**src/rtl/cp_gain_pkg.sv**
```systemverilog
package cp_gain_pkg;

    typedef enum logic [1:0] {
        GAIN_1X  = 2'd0,
        GAIN_15X = 2'd1,
        GAIN_2X  = 2'd2
    } gain_e;

    typedef struct packed {
        gain_e gain;
        logic  pump_en;
    } ctrl_s;

endpackage

```
**src/rtl/cp_headroom_mask.sv**
```systemverilog
module cp_headroom_mask #(
    parameter int NUM_CH = 6
) (
    input  logic [NUM_CH-1:0] ch_active,
    input  logic [NUM_CH-1:0] headroom_low,
    output logic              any_low
);

    logic [NUM_CH-1:0] qualified;

    for (genvar ch = 0; ch < NUM_CH; ch++) begin : g_ch
        assign qualified[ch] = ch_active[ch] & headroom_low[ch];
    end

    assign any_low = |qualified;

endmodule

```
**src/rtl/cp_tick_timer.sv**
```systemverilog
module cp_tick_timer #(
    parameter int LIMIT = 10
) (
    input  logic clk,
    input  logic rst_n,
    input  logic clr,
    input  logic tick,
    output logic done
);

    localparam int W = $clog2(LIMIT + 1);
    localparam logic [W-1:0] LIM = W'(LIMIT);

    logic [W-1:0] cnt_d, cnt_q;

    assign done = (cnt_q == LIM);

    always_comb begin
        cnt_d = cnt_q;
        if (clr) begin
            cnt_d = '0;
        end else if (tick && !done) begin
            cnt_d = cnt_q + 1'b1;
        end
    end

    always_ff @(posedge clk or negedge rst_n) begin
        if (!rst_n) begin
            cnt_q <= '0;
        end else begin
            cnt_q <= cnt_d;
        end
    end

    // a clear request restarts the count
    p_clear_r11: assert property (@(posedge clk) disable iff (!rst_n)
        clr |=> (cnt_q == '0));

    // the count saturates at its limit
    p_bound_r11: assert property (@(posedge clk) disable iff (!rst_n)
        done |=> (cnt_q == LIM) || (cnt_q == '0));

endmodule

```
**src/rtl/cp_gain_ctrl.sv**
```systemverilog
module cp_gain_ctrl
    import cp_gain_pkg::*;
#(
    parameter int NUM_CH      = 6,
    parameter int DWELL_TICKS = 10,
    parameter int RETRY_TICKS = 130
) (
    input  logic              clk,
    input  logic              rst_n,
    input  logic              shutdown,
    input  logic              tick,
    input  logic [NUM_CH-1:0] ch_active,
    input  logic [NUM_CH-1:0] headroom_low,
    input  logic              out_below_in,
    input  logic              dropout,
    input  logic              out_short,
    input  logic              over_temp,
    input  logic              ch_disable_evt,
    output logic [2:0]        gain_sel,
    output logic              pump_en
);

    ctrl_s st_d, st_q;
    logic  any_low;
    logic  normal;
    logic  gain_change;
    logic  dwell_clr, dwell_done;
    logic  retry_clr, retry_done;

    cp_headroom_mask #(.NUM_CH(NUM_CH)) u_mask (
        .ch_active    (ch_active),
        .headroom_low (headroom_low),
        .any_low      (any_low)
    );

    cp_tick_timer #(.LIMIT(DWELL_TICKS)) u_dwell (
        .clk   (clk),
        .rst_n (rst_n),
        .clr   (dwell_clr),
        .tick  (tick),
        .done  (dwell_done)
    );

    cp_tick_timer #(.LIMIT(RETRY_TICKS)) u_retry (
        .clk   (clk),
        .rst_n (rst_n),
        .clr   (retry_clr),
        .tick  (tick),
        .done  (retry_done)
    );

    assign normal = !shutdown && !over_temp && !out_short;

    always_comb begin
        st_d = st_q;
        if (shutdown || over_temp) begin
            st_d.gain    = GAIN_1X;
            st_d.pump_en = 1'b0;
        end else if (out_short) begin
            st_d.gain    = GAIN_1X;
            st_d.pump_en = 1'b1;
        end else begin
            st_d.pump_en = 1'b1;
            unique case (st_q.gain)
                GAIN_1X: begin
                    if (any_low) st_d.gain = GAIN_15X;
                end
                GAIN_15X: begin
                    if (dropout && dwell_done)  st_d.gain = GAIN_2X;
                    else if (retry_done)        st_d.gain = GAIN_1X;
                end
                GAIN_2X: begin
                    if (ch_disable_evt || retry_done) st_d.gain = GAIN_15X;
                end
                default: st_d.gain = GAIN_1X;
            endcase
        end
    end

    assign gain_change = (st_d.gain != st_q.gain);
    assign dwell_clr   = gain_change || !normal || (st_q.gain != GAIN_15X);
    assign retry_clr   = gain_change || !normal || (st_q.gain == GAIN_1X)
                       || ((st_q.gain == GAIN_15X) && !out_below_in);

    always_ff @(posedge clk or negedge rst_n) begin
        if (!rst_n) begin
            st_q <= '{gain: GAIN_1X, pump_en: 1'b0};
        end else begin
            st_q <= st_d;
        end
    end

    assign gain_sel = 3'b001 << st_q.gain;
    assign pump_en  = st_q.pump_en;

    // exactly one gain selected
    p_onehot_r9: assert property (@(posedge clk) disable iff (!rst_n)
        $countones(gain_sel) == 1);

    // shutdown forces 1x with the pump off
    p_shutdown_r1: assert property (@(posedge clk) disable iff (!rst_n)
        shutdown |=> (gain_sel == 3'b001) && !pump_en);

    // over-temperature turns the pump off
    p_overtemp_r8: assert property (@(posedge clk) disable iff (!rst_n)
        over_temp |=> !pump_en && (gain_sel == 3'b001));

    // short holds 1x with the pump on
    p_short_r7: assert property (@(posedge clk) disable iff (!rst_n)
        (out_short && !shutdown && !over_temp) |=> (gain_sel == 3'b001) && pump_en);

    // 1x never jumps straight to 2x
    p_no_skip_r3: assert property (@(posedge clk) disable iff (!rst_n)
        (gain_sel == 3'b001) |=> (gain_sel != 3'b100));

    // disable event in 2x returns to 1.5x
    p_disable_r6: assert property (@(posedge clk) disable iff (!rst_n)
        (normal && gain_sel == 3'b100 && ch_disable_evt) |=> (gain_sel == 3'b010));

    // masked or clear headroom keeps 1x
    p_mask_r2: assert property (@(posedge clk) disable iff (!rst_n)
        (normal && gain_sel == 3'b001 && ((ch_active & headroom_low) == '0))
        |=> (gain_sel == 3'b001));

endmodule

```
**config.mk**
```make
export PLATFORM = sky130hd
export DESIGN_NAME = cp_gain_ctrl
export DESIGN_NICKNAME = d
export VERILOG_FILES = /design/src/rtl/cp_gain_pkg.sv /design/src/rtl/cp_headroom_mask.sv /design/src/rtl/cp_tick_timer.sv /design/src/rtl/cp_gain_ctrl.sv
export SDC_FILE = /design/constraint.sdc
export NUM_CORES = 1
export LEC_CHECK = 0
export BUFFER_PORTS_ARGS = -buffer_cell sky130_fd_sc_hd__buf_2
export CORE_UTILIZATION = 35
export CTS_CLUSTER_DIAMETER = 100
export DETAILED_ROUTE_END_ITERATION = 6
export SYNTH_ARGS = -nofsm -noshare
export SYNTH_HDL_FRONTEND = slang
export SYNTH_SLANG_ARGS = --single-unit
export TNS_END_PERCENT = 5
```
**constraint.sdc**
```tcl
create_clock -name clk -period 2.16 [get_ports clk]
set_input_delay 0.216 -clock clk [delete_from_list [all_inputs] [get_ports clk]]
set_output_delay 0.216 -clock clk [all_outputs]
set_load 0.02 [all_outputs]
```
==> results.md <==
- P per Cell Area: about 480 nW/um2
- Synth top area cells: dfrtp_1, nor2_1, ha_1
- RSZ-0062 raised after global routing: no
- FF/Latch Area: around 380 um2
- Commonest cells after routing, fill and taps aside: buf_2, nor2_1, dfrtp_1
- Clk buf depth: 2
- Final Setup Violations: 0
- Vias post-DR: 772
- Vias in the first global route: 761
- Die W: around 52 um
- Max Cap Viol: 0
- Maximum fanout along the worst path: 8
- Startpoint Class: register
- Worst slew margin: between 60% and 70%
- Final WL: 1940 um
- Initial DRC count: 18
- Synth unique cells: 27
- GP Congestion: approximately 0.75
- Global Route Usage Sum: about 17%
- Largest vdd supply drop: between 300 and 400 uV
- Worst hold path type: input pin to register
- Crit path arrival time: roughly 2.1 ns
- Synth-to-Final Area Change: 22.5%
- Cell Area, Synth: just under 900 um2
- Final clock skew: ~0.017 ns
- Antenna cells: 0
- Post-synthesis register bit count: 15
- Die ar.: around 2700 um2
- Synth top area share: a little over two fifths
- Antenna violations before repair: 0
- Vert. Die Dim: around 52 um
- Hold_buf cts: 1
- Post-synth top area cell: dfrtp_1
- Hold depth: 2
- Row cnt: 17
- IO Pins: 25
- Status: complete, no violations
- Final hold violations: 0
- Core Area: between 2000 and 2500 um2
- Synth Instances: between 90 and 100
- Tcrit/Tclk final: 88.1%
- H-tree depth: 1
- Largest net degree at the start of global routing: 16
- Total congestion overflow: 0
- Setup TNS: 0 ns
- Reg2Reg Depth: 7
- CTS root buffer: clkbuf_4
- Mapped Nets: between 100 and 150
- Final antenna-violating net count: 0
- Least-Margin Pin Slew: 0.459 ns
- Clock Latency Late Sink: about 0.30 ns
- Cts bufs inserted: 3
- Fill cells: between 200 and 250
- Post-CTS sizing: 0
- Post-Layout Cell Count: between 150 and 200
- Num Clock Sinks: 15
- Post-Syn Area per Cell: 9.11 um2
- CTS clk-pin slew, worst paths: 0.11 ns
- Port Buffers: 24
- DP HPWL: about 1500 um
- Fin crit period: roughly 1.9 ns
- Required time of the critical path: about 2.4 ns
- Yosys warnings: 0
- Placed insts: between 100 and 150
- Drt via density: 5.08
- Commonest non-fill, non-tap cell in the layout: buf_2
- Max Slew Vio Count: 0
- Lkg Pwr: between 0.0004 and 0.0005 uW
- CTS tree: built
- Layout cell share with drive strength beyond 1: about a quarter
- Nets: 150
- Multi-input logic area: 475 um2
- Peak Freq: between 0.5 and 0.6 GHz
- WL per Instance: between 10 and 15 um
- Fin util: between 40% and 50%
- Starting density of the core: a little under two fifths
- # DRC: 0
- Setup Fix Bufs, Post-CTS: 0
- First-pass iteration count of the detailed router: 4
- Global-route wire length before repair: 3280 um
- Crit end category: register
- Critical path class: register to register
- Sequential area share after synthesis: between 40% and 50%
[registers in the layout (all words and copies together) (netlist names)]
name           count
u_retry.cnt_q      8
pump_en            1
u_dwell.cnt_q      4
st_q               2
[synth_stat cells]
library cell and instances:
a211o_1 1, a21o_1 1, a21oi_1 7, a22o_1 1, a22oi_1 5, and2b_1 1
and3_1 2, and3_4 1, and4b_1 1, clkbuf_1 1, dfrtp_1 15, ha_1 4
inv_1 3, nand2_1 10, nand3_1 2, nand4_1 4, nor2_1 17, nor2b_1 1
nor2b_2 1, nor3_1 3, nor3_2 1, nor4_1 2, nor4bb_2 1, o21ai_0 1
or3_1 1, xnor2_1 5, xor2_1 3
[worst max-delay path, stage by stage, from the launching register on]
cell	delay, ns
dfrtp_1	0.45
inv_1	0.07
ha_1	0.18
nor4bb_2	0.18
a21oi_1	0.24
a22o_1	0.18
nand2_1	0.18
nor4_1	0.32
[metal layers]
metal	track usage, %	part of all wire, %
met2	28.4	50
met4	5.41	0.72
met5	0	0
met3	5.26	2.6
met1	20.1	47
[where the power goes]
part | internal (uW) | leakage (uW) | total (uW) | switching (uW)
Sequential | 282 | 0.000208 | 284 | 1.26
Clock | 71.8 | 0.0000150 | 171 | 99.3
Combinational | 27.9 | 0.000254 | 57.9 | 30.0
[layout make-up]
class                   instances  share of cell area, %
well taps                      28                   3.30
clock buffers                   4                   2.48
multi-input cells              76                   44.8
repair buffers                 26                   13.0
flip-flops and latches         15                   35.4
inverters                       3                   1.06
[per-stage QoR]
step           worst slack [ns]  instance area (um2)  hold slack, ns  total power (uW)
2_1_floorplan             0.453                  866         -0.0796               316
3_3_place_gp              0.307                 1020           0.142               345
3_5_place_dp              0.267                 1020           0.147               346
4_1_cts                   0.240                 1060          0.0829               519
5_1_grt                   0.102                 1060          0.0927               540
6_report                  0.257                 1060           0.101               513
[path summary, 6_finish.rpt]
path / start / end / slack [ns]
worst max-delay path: u_retry.cnt_q[0]$_DFFE_PN0P_ / u_retry.cnt_q[1]$_DFFE_PN0P_ / 0.26
worst min-delay path: shutdown / pump_en$_DFF_PN0_ / 0.10
worst max register to register: u_retry.cnt_q[0]$_DFFE_PN0P_ / u_retry.cnt_q[1]$_DFFE_PN0P_ / 0.26
worst min register to register: u_dwell.cnt_q[3]$_DFFE_PN0P_ / u_dwell.cnt_q[3]$_DFFE_PN0P_ / 0.57
max in group asynchronous: rst_n / u_dwell.cnt_q[1]$_DFFE_PN0P_ / 1.54
min in group asynchronous: rst_n / u_retry.cnt_q[6]$_DFFE_PN0P_ / 0.34
[logic make-up after synthesis]
logic type / after synthesis / synth area share [%]
simple gates: 48 / 29.2
compound gates: 16 / 11.8
flops: 15 / 43.4
xor+xnor: 8 / 8.09
buf+inv: 4 / 1.73
fa+ha+maj: 4 / 5.78
(Power assumes the default switching activity.)
